--- src/rtl/rtc_alarm_pkg.sv ---
`timescale 1ns/1ps
package rtc_alarm_pkg;

   localparam int unsigned WIN_BITS = 12;
   localparam int unsigned IDX_BITS = WIN_BITS - 2;
   localparam int unsigned ID_DEPTH = 8;
   localparam int unsigned ID_SEL_W = $clog2(ID_DEPTH);

   localparam logic [IDX_BITS-1:0] IX_COUNT   = 10'h000;
   localparam logic [IDX_BITS-1:0] IX_ALARM   = 10'h001;
   localparam logic [IDX_BITS-1:0] IX_PRESET  = 10'h002;
   localparam logic [IDX_BITS-1:0] IX_CTRL    = 10'h003;
   localparam logic [IDX_BITS-1:0] IX_MASK    = 10'h004;
   localparam logic [IDX_BITS-1:0] IX_RAW     = 10'h005;
   localparam logic [IDX_BITS-1:0] IX_MASKED  = 10'h006;
   localparam logic [IDX_BITS-1:0] IX_CLEAR   = 10'h007;
   localparam logic [IDX_BITS-1:0] IX_ID_BASE = 10'h3F8;

   typedef enum logic [3:0] {
      SRC_ZERO,
      SRC_COUNT,
      SRC_ALARM,
      SRC_PRESET,
      SRC_CTRL,
      SRC_MASK,
      SRC_RAW,
      SRC_MASKED,
      SRC_ID
   } rd_src_e;

   typedef struct packed {
      logic preset;
      logic alarm;
      logic mask;
      logic clear;
   } wr_strobe_t;

   function automatic logic [7:0] id_byte(input int unsigned slot);
      logic [7:0] b;
      case (slot)
         0:       b = 8'h31;
         1:       b = 8'h10;
         2:       b = 8'h14;
         3:       b = 8'h00;
         4:       b = 8'h0D;
         5:       b = 8'hF0;
         6:       b = 8'h05;
         default: b = 8'hB1;
      endcase
      return b;
   endfunction

endpackage

--- src/rtl/rtc_bus_decode.sv ---
`timescale 1ns/1ps
module rtc_bus_decode
   import rtc_alarm_pkg::*;
#(
   parameter int unsigned ADDR_W = 12
) (
   input  logic                bus_sel,
   input  logic                bus_write,
   input  logic [ADDR_W-1:0]   bus_addr,
   output wr_strobe_t          wr_stb,
   output rd_src_e             rd_src,
   output logic [ID_SEL_W-1:0] id_sel
);

   logic                upper_ok;
   logic                hit;
   logic                wr_hit;
   logic                rd_hit;
   logic [IDX_BITS-1:0] idx;

   if (ADDR_W < WIN_BITS) begin : g_addr_chk
      $error("rtc_bus_decode: ADDR_W must cover a 4 KB window");
   end

   if (ADDR_W > WIN_BITS) begin : g_wide
      assign upper_ok = (bus_addr[ADDR_W-1:WIN_BITS] == '0);
   end else begin : g_exact
      assign upper_ok = 1'b1;
   end

   assign idx    = bus_addr[WIN_BITS-1:2];
   assign hit    = upper_ok && (bus_addr[1:0] == 2'b00);
   assign wr_hit = bus_sel &&  bus_write && hit;
   assign rd_hit = bus_sel && !bus_write && hit;
   assign id_sel = idx[ID_SEL_W-1:0];

   always_comb begin
      wr_stb        = '0;
      wr_stb.preset = wr_hit && (idx == IX_PRESET);
      wr_stb.alarm  = wr_hit && (idx == IX_ALARM);
      wr_stb.mask   = wr_hit && (idx == IX_MASK);
      wr_stb.clear  = wr_hit && (idx == IX_CLEAR);
   end

   always_comb begin
      rd_src = SRC_ZERO;
      if (rd_hit) begin
         if (idx >= IX_ID_BASE) begin
            rd_src = SRC_ID;
         end else begin
            case (idx)
               IX_COUNT:  rd_src = SRC_COUNT;
               IX_ALARM:  rd_src = SRC_ALARM;
               IX_PRESET: rd_src = SRC_PRESET;
               IX_CTRL:   rd_src = SRC_CTRL;
               IX_MASK:   rd_src = SRC_MASK;
               IX_RAW:    rd_src = SRC_RAW;
               IX_MASKED: rd_src = SRC_MASKED;
               default:   rd_src = SRC_ZERO;
            endcase
         end
      end
   end

endmodule

--- src/rtl/rtc_sec_counter.sv ---
`timescale 1ns/1ps
module rtc_sec_counter #(
   parameter int unsigned CNT_W = 32
) (
   input  logic             clk,
   input  logic             rst_n,
   input  logic             tick,
   input  logic             preset_wr,
   input  logic [CNT_W-1:0] preset_val,
   output logic [CNT_W-1:0] cnt_q,
   output logic [CNT_W-1:0] cnt_nxt,
   output logic [CNT_W-1:0] preset_q,
   output logic             cnt_moved
);

   if (CNT_W < 8) begin : g_width_chk
      $error("rtc_sec_counter: CNT_W must be at least 8");
   end

   always_comb begin
      if (preset_wr) begin
         cnt_nxt = preset_val;
      end else if (tick) begin
         cnt_nxt = cnt_q + CNT_W'(1);
      end else begin
         cnt_nxt = cnt_q;
      end
   end

   assign cnt_moved = tick | preset_wr;

   always_ff @(posedge clk) begin
      if (!rst_n) begin
         cnt_q    <= '0;
         preset_q <= '0;
      end else begin
         cnt_q <= cnt_nxt;
         if (preset_wr) begin
            preset_q <= preset_val;
         end
      end
   end

endmodule

--- src/rtl/rtc_alarm_status.sv ---
`timescale 1ns/1ps
module rtc_alarm_status #(
   parameter int unsigned CNT_W = 32
) (
   input  logic             clk,
   input  logic             rst_n,
   input  logic [CNT_W-1:0] cnt_nxt,
   input  logic             cnt_moved,
   input  logic             alarm_wr,
   input  logic             mask_wr,
   input  logic             clear_wr,
   input  logic [CNT_W-1:0] wdata,
   output logic [CNT_W-1:0] alarm_q,
   output logic             mask_q,
   output logic             raw_q,
   output logic             irq
);

   logic [CNT_W-1:0] alarm_nxt;
   logic             set_evt;
   logic             raw_d;

   assign alarm_nxt = alarm_wr ? wdata : alarm_q;
   assign set_evt   = (cnt_moved || alarm_wr) && (cnt_nxt == alarm_nxt);

   always_comb begin
      raw_d = raw_q;
      if (set_evt) begin
         raw_d = 1'b1;
      end else if (clear_wr) begin
         raw_d = 1'b0;
      end
   end

   always_ff @(posedge clk) begin
      if (!rst_n) begin
         alarm_q <= '0;
         mask_q  <= 1'b0;
         raw_q   <= 1'b0;
      end else begin
         alarm_q <= alarm_nxt;
         raw_q   <= raw_d;
         if (mask_wr) begin
            mask_q <= wdata[0];
         end
      end
   end

   assign irq = raw_q & mask_q;

endmodule

--- src/rtl/rtc_id_rom.sv ---
`timescale 1ns/1ps
module rtc_id_rom
   import rtc_alarm_pkg::*;
#(
   parameter int unsigned DATA_W = 32,
   parameter int unsigned DEPTH  = ID_DEPTH
) (
   input  logic [ID_SEL_W-1:0] sel,
   output logic [DATA_W-1:0]   word
);

   logic [7:0] table_q [DEPTH];

   if (DEPTH != ID_DEPTH) begin : g_depth_chk
      $error("rtc_id_rom: DEPTH must match the identification window");
   end

   for (genvar g = 0; g < DEPTH; g++) begin : g_slot
      assign table_q[g] = id_byte(g);
   end

   assign word = DATA_W'(table_q[sel]);

endmodule

--- src/rtl/rtc_alarm_top.sv ---
`timescale 1ns/1ps
module rtc_alarm_top
   import rtc_alarm_pkg::*;
#(
   parameter int unsigned DATA_W = 32,
   parameter int unsigned ADDR_W = 12
) (
   input  logic              clk,
   input  logic              rst_n,
   input  logic              sec_tick,
   input  logic              bus_sel,
   input  logic              bus_write,
   input  logic [ADDR_W-1:0] bus_addr,
   input  logic [DATA_W-1:0] bus_wdata,
   output logic [DATA_W-1:0] bus_rdata,
   output logic              alarm_irq
);

   if (DATA_W < 8) begin : g_data_chk
      $error("rtc_alarm_top: DATA_W must hold an identification byte");
   end

   wr_strobe_t          wr_stb;
   rd_src_e             rd_src;
   logic [ID_SEL_W-1:0] id_sel;
   logic [DATA_W-1:0]   cnt_q;
   logic [DATA_W-1:0]   cnt_nxt;
   logic [DATA_W-1:0]   preset_q;
   logic                cnt_moved;
   logic [DATA_W-1:0]   alarm_q;
   logic                mask_q;
   logic                raw_q;
   logic [DATA_W-1:0]   id_word;

   rtc_bus_decode #(.ADDR_W(ADDR_W)) u_dec (
      .bus_sel   (bus_sel),
      .bus_write (bus_write),
      .bus_addr  (bus_addr),
      .wr_stb    (wr_stb),
      .rd_src    (rd_src),
      .id_sel    (id_sel)
   );

   rtc_sec_counter #(.CNT_W(DATA_W)) u_cnt (
      .clk        (clk),
      .rst_n      (rst_n),
      .tick       (sec_tick),
      .preset_wr  (wr_stb.preset),
      .preset_val (bus_wdata),
      .cnt_q      (cnt_q),
      .cnt_nxt    (cnt_nxt),
      .preset_q   (preset_q),
      .cnt_moved  (cnt_moved)
   );

   rtc_alarm_status #(.CNT_W(DATA_W)) u_stat (
      .clk       (clk),
      .rst_n     (rst_n),
      .cnt_nxt   (cnt_nxt),
      .cnt_moved (cnt_moved),
      .alarm_wr  (wr_stb.alarm),
      .mask_wr   (wr_stb.mask),
      .clear_wr  (wr_stb.clear),
      .wdata     (bus_wdata),
      .alarm_q   (alarm_q),
      .mask_q    (mask_q),
      .raw_q     (raw_q),
      .irq       (alarm_irq)
   );

   rtc_id_rom #(.DATA_W(DATA_W)) u_id (
      .sel  (id_sel),
      .word (id_word)
   );

   always_comb begin
      case (rd_src)
         SRC_COUNT:  bus_rdata = cnt_q;
         SRC_ALARM:  bus_rdata = alarm_q;
         SRC_PRESET: bus_rdata = preset_q;
         SRC_CTRL:   bus_rdata = DATA_W'(1);
         SRC_MASK:   bus_rdata = DATA_W'(mask_q);
         SRC_RAW:    bus_rdata = DATA_W'(raw_q);
         SRC_MASKED: bus_rdata = DATA_W'(raw_q & mask_q);
         SRC_ID:     bus_rdata = id_word;
         default:    bus_rdata = '0;
      endcase
   end

endmodule

--- config.mk ---
export PLATFORM = sky130hd
export DESIGN_NAME = rtc_alarm_top
export DESIGN_NICKNAME = d
export VERILOG_FILES = /design/src/rtl/rtc_alarm_pkg.sv /design/src/rtl/rtc_bus_decode.sv /design/src/rtl/rtc_sec_counter.sv /design/src/rtl/rtc_alarm_status.sv /design/src/rtl/rtc_id_rom.sv /design/src/rtl/rtc_alarm_top.sv
export SDC_FILE = /design/constraint.sdc
export NUM_CORES = 1
export LEC_CHECK = 0
export BUFFER_PORTS_ARGS = -buffer_cell sky130_fd_sc_hd__buf_2
export CAP_MARGIN = 20
export CORE_ASPECT_RATIO = 1.75
export CORE_MARGIN = 2
export CORE_UTILIZATION = 59
export DETAILED_ROUTE_END_ITERATION = 8
export PLACE_DENSITY = 0.81
export SYNTH_ARGS = -nofsm -noshare
export SYNTH_HDL_FRONTEND = slang
export SYNTH_HIERARCHICAL = 1
export SYNTH_SLANG_ARGS = --single-unit
--- constraint.sdc ---
create_clock -name clk -period 3.76 [get_ports clk]
set_clock_uncertainty 0.2 [all_clocks]
set_input_delay 0.188 -clock clk [delete_from_list [all_inputs] [get_ports clk]]
set_output_delay 0.188 -clock clk [all_outputs]
set_load 0.1 [all_outputs]
==> impl_metrics.json <==
{
  "holdPathStages": 3,
  "synth_edf_count": 0,
  "yosys_most_used_dff": "dfxtp_1",
  "fin_crit_sh_pct": 86.7,
  "io_buffers": 81,
  "setup_viol": 0,
  "grt_overflow": 0,
  "syn_inst": 730,
  "p_leak_nw": 2.62,
  "cts_setup_buffers": 0,
  "grt_pass1_vias": 6228,
  "final_cell_mix": "98 x dfxtp_1, 63 x a22oi_1, 53 x mux2i_1, 51 x nand2_1, 49 x buf_2",
  "r2r_cells": 8,
  "layout_commonest_cell": "dfxtp_1",
  "vias": 6293,
  "vias_per_cell": 6.60,
  "crit_type": "in -> out",
  "cts_buffers": 9,
  "fin_nets": 872,
  "end_kind": "output pin",
  "worstPathMaxFanout": 31,
  "tightest_slew_ps": 1120,
  "design.core.area_mm2": 0.0103,
  "avgRoutedWirePerCell_um": 20.5,
  "ys_seq_area_share_pct": 31.5,
  "grt_start_max_net_pins": 67,
  "synth-seq-cells": 98,
  "utilization_pct": 74.6,
  "clk_latency_ps": 350,
  "finalHoldViolCount": 0,
  "die_h_um": 140,
  "first_pass_iters": 5,
  "hp-class": "in -> reg",
  "yosysUniqueCellTypes": 62,
  "clock.fmax_ghz": 0.307,
  "start_kind": "input pin",
  "grt_pass1_wl_mm": 30.2,
  "cts_root_buf": "clkbuf_16",
  "fp.dieW_um": 81.7,
  "antenna_found_initial": 0,
  "place.gp.congestion": 1.04,
  "clk_pin_slew_worst_paths_ps": 70,
  "cts_max_level": 3,
  "clockBufferDepth": 2,
  "setup_ws_ps": 502,
  "start_util_pct": 60.5,
  "slew_headroom_pct": 25.3,
  "route.detailed.drc": 0,
  "die_area_mm2": 0.0114,
  "finalSetupTns_ps": 0,
  "cts_tree": "built",
  "layout-drive-gt1-share_pct": 18.0,
  "ant_nets": 0,
  "maxCapViolCount": 0,
  "critPathArrivalTime_ps": 2870,
  "drt_wl_total_mm": 19.6,
  "cp.required_ps": 3370,
  "place_ws_ps": 302,
  "area_delta_synth_final_pct": 23.3,
  "holdWs_ps": 135,
  "ff2ff_setup_slack_ps": 510,
  "ys_async_sr_fraction_pct": 0,
  "fin_area_mm2": 0.00768,
  "synth_area_mm2": 0.00623,
  "p_per_area_mw_per_mm2": 276,
  "drtIter0Drc": 707,
  "num_io_pins": 82,
  "place_area_mm2": 0.00707,
  "outcome": "finished, final reports clean",
  "maxSlewViolCount": 0,
  "yosys_warnings": 6,
  "grt_usage_pct": 33.9,
  "min_period_ps": 3260,
  "rsz0062_at_grt": "false",
  "dp_hpwl_mm": 13.1,
  "ir_worst_vdd_uv": 254,
  "diodes": 0,
  "cts_sinks": 98,
  "rows": 49,
  "synth.avg_cell_area_um2": 8.54
}
synth_stat cells, drive strengths merged (3+ instances only):
master,count,area [µm²]
o21ai,48,240
buf,50,412
and4,4,35.0
o311ai,5,43.8
or3b,3,26.3
nor4,24,175
and2,6,37.5
a32oi,6,52.6
xnor2,40,350
mux2i,56,572
and2b,10,75.1
nor3,12,60.1
or4,14,116
o31ai,6,45.0
or3,3,18.8
or2,4,25.0
a22oi,64,485
a211oi,4,30.0
a31oi,11,68.8
a21oi,27,135
nand2,51,191
nor4b,3,41.3
xor2,3,26.3
nor2,43,161
nand3,15,80.1
a311oi,8,70.1
dfxtp,98,1960
inv,10,37.5
nand3b,5,37.5
nor2b,31,194
clkbuf,29,109
nand4,16,115
final timing paths:
| kind | from | endpoint |
|---|---|---|
| setup / recovery | bus_addr[8] | bus_rdata[31] |
| hold reg to reg | u_cnt/preset_q[6] | u_cnt/preset_q[6] |
| setup reg to reg | u_cnt/cnt_q[21] | u_stat/raw_q |
| hold / removal | rst_n | u_cnt/cnt_q[6] |
registers in the layout, indices dropped and copies added, names as in the netlist:
name            cells
u_cnt/preset_q     32
u_stat/alarm_q     32
u_cnt/cnt_q        32
u_stat/raw_q        1
u_stat/mask_q       1
power breakdown:
group | switching, W | internal (W)
Sequential | 0.00000430 | 0.00104
Combinational | 0.0000881 | 0.0000738
Clock | 0.000401 | 0.000512
Total | 0.000493 | 0.00163
metal layers:
metal / track usage [%] / share of wire [%] / up-vias
met5: 0 / 0 / -
met4: 22.8 / 6.8 / 0
met3: 6.19 / 7.7 / 103
met2: 58.2 / 50 / 361
met1: 36.6 / 35 / 2993
li1: - / - / 2836
cell families (layout without fill, tap and decap cells):
logic type               Yosys count  in the layout  synth area share (%)
XOR/XNOR                          43             43                  6.04
multiplexers                      58             58                  9.54
AND/OR/NAND/NOR                  251            251                  23.4
buffers and inverters             89            162                  8.96
other                              1             25                0.0602
adder cells (fa/ha/maj)            1              1                 0.201
AO/OA/AOI/OAI                    189            189                  20.3
flip-flops                        98             98                  31.5
through the flow:
| step | power [W] | instances |
|---|---|---|
| 2_1_floorplan | 0.00116 | 754 |
| 3_3_place_gp | 0.00120 | 906 |
| 3_5_place_dp | 0.00120 | 906 |
| 4_1_cts | 0.00212 | 954 |
| 5_1_grt | 0.00218 | 954 |
| 6_report | 0.00212 | 954 |
area by class of cell:
type	count	area, µm²
clock buffers	10	229
clock inverters	6	57.6
fillers	738	2620
inverters	10	37.5
multi-input cells	567	3820
flip-flops and latches	98	1960
well taps	127	159
repair buffers	136	1420
repair_timing:
action | 4_1_cts | 5_1_grt
hold buffers | 32 | 0
resized for setup | 0 | 0
endpoints found under the hold margin | 49 | 0
worst max-delay path, cell delays in order:
cell and delay [ps]:
buf_2 110, or4_4 610, nor4_2 610, nor4b_4 310, buf_4 420, a22oi_1 180, o21ai_1 210, buf_12 220
Note: power is estimated with default switching activity, not from simulation.
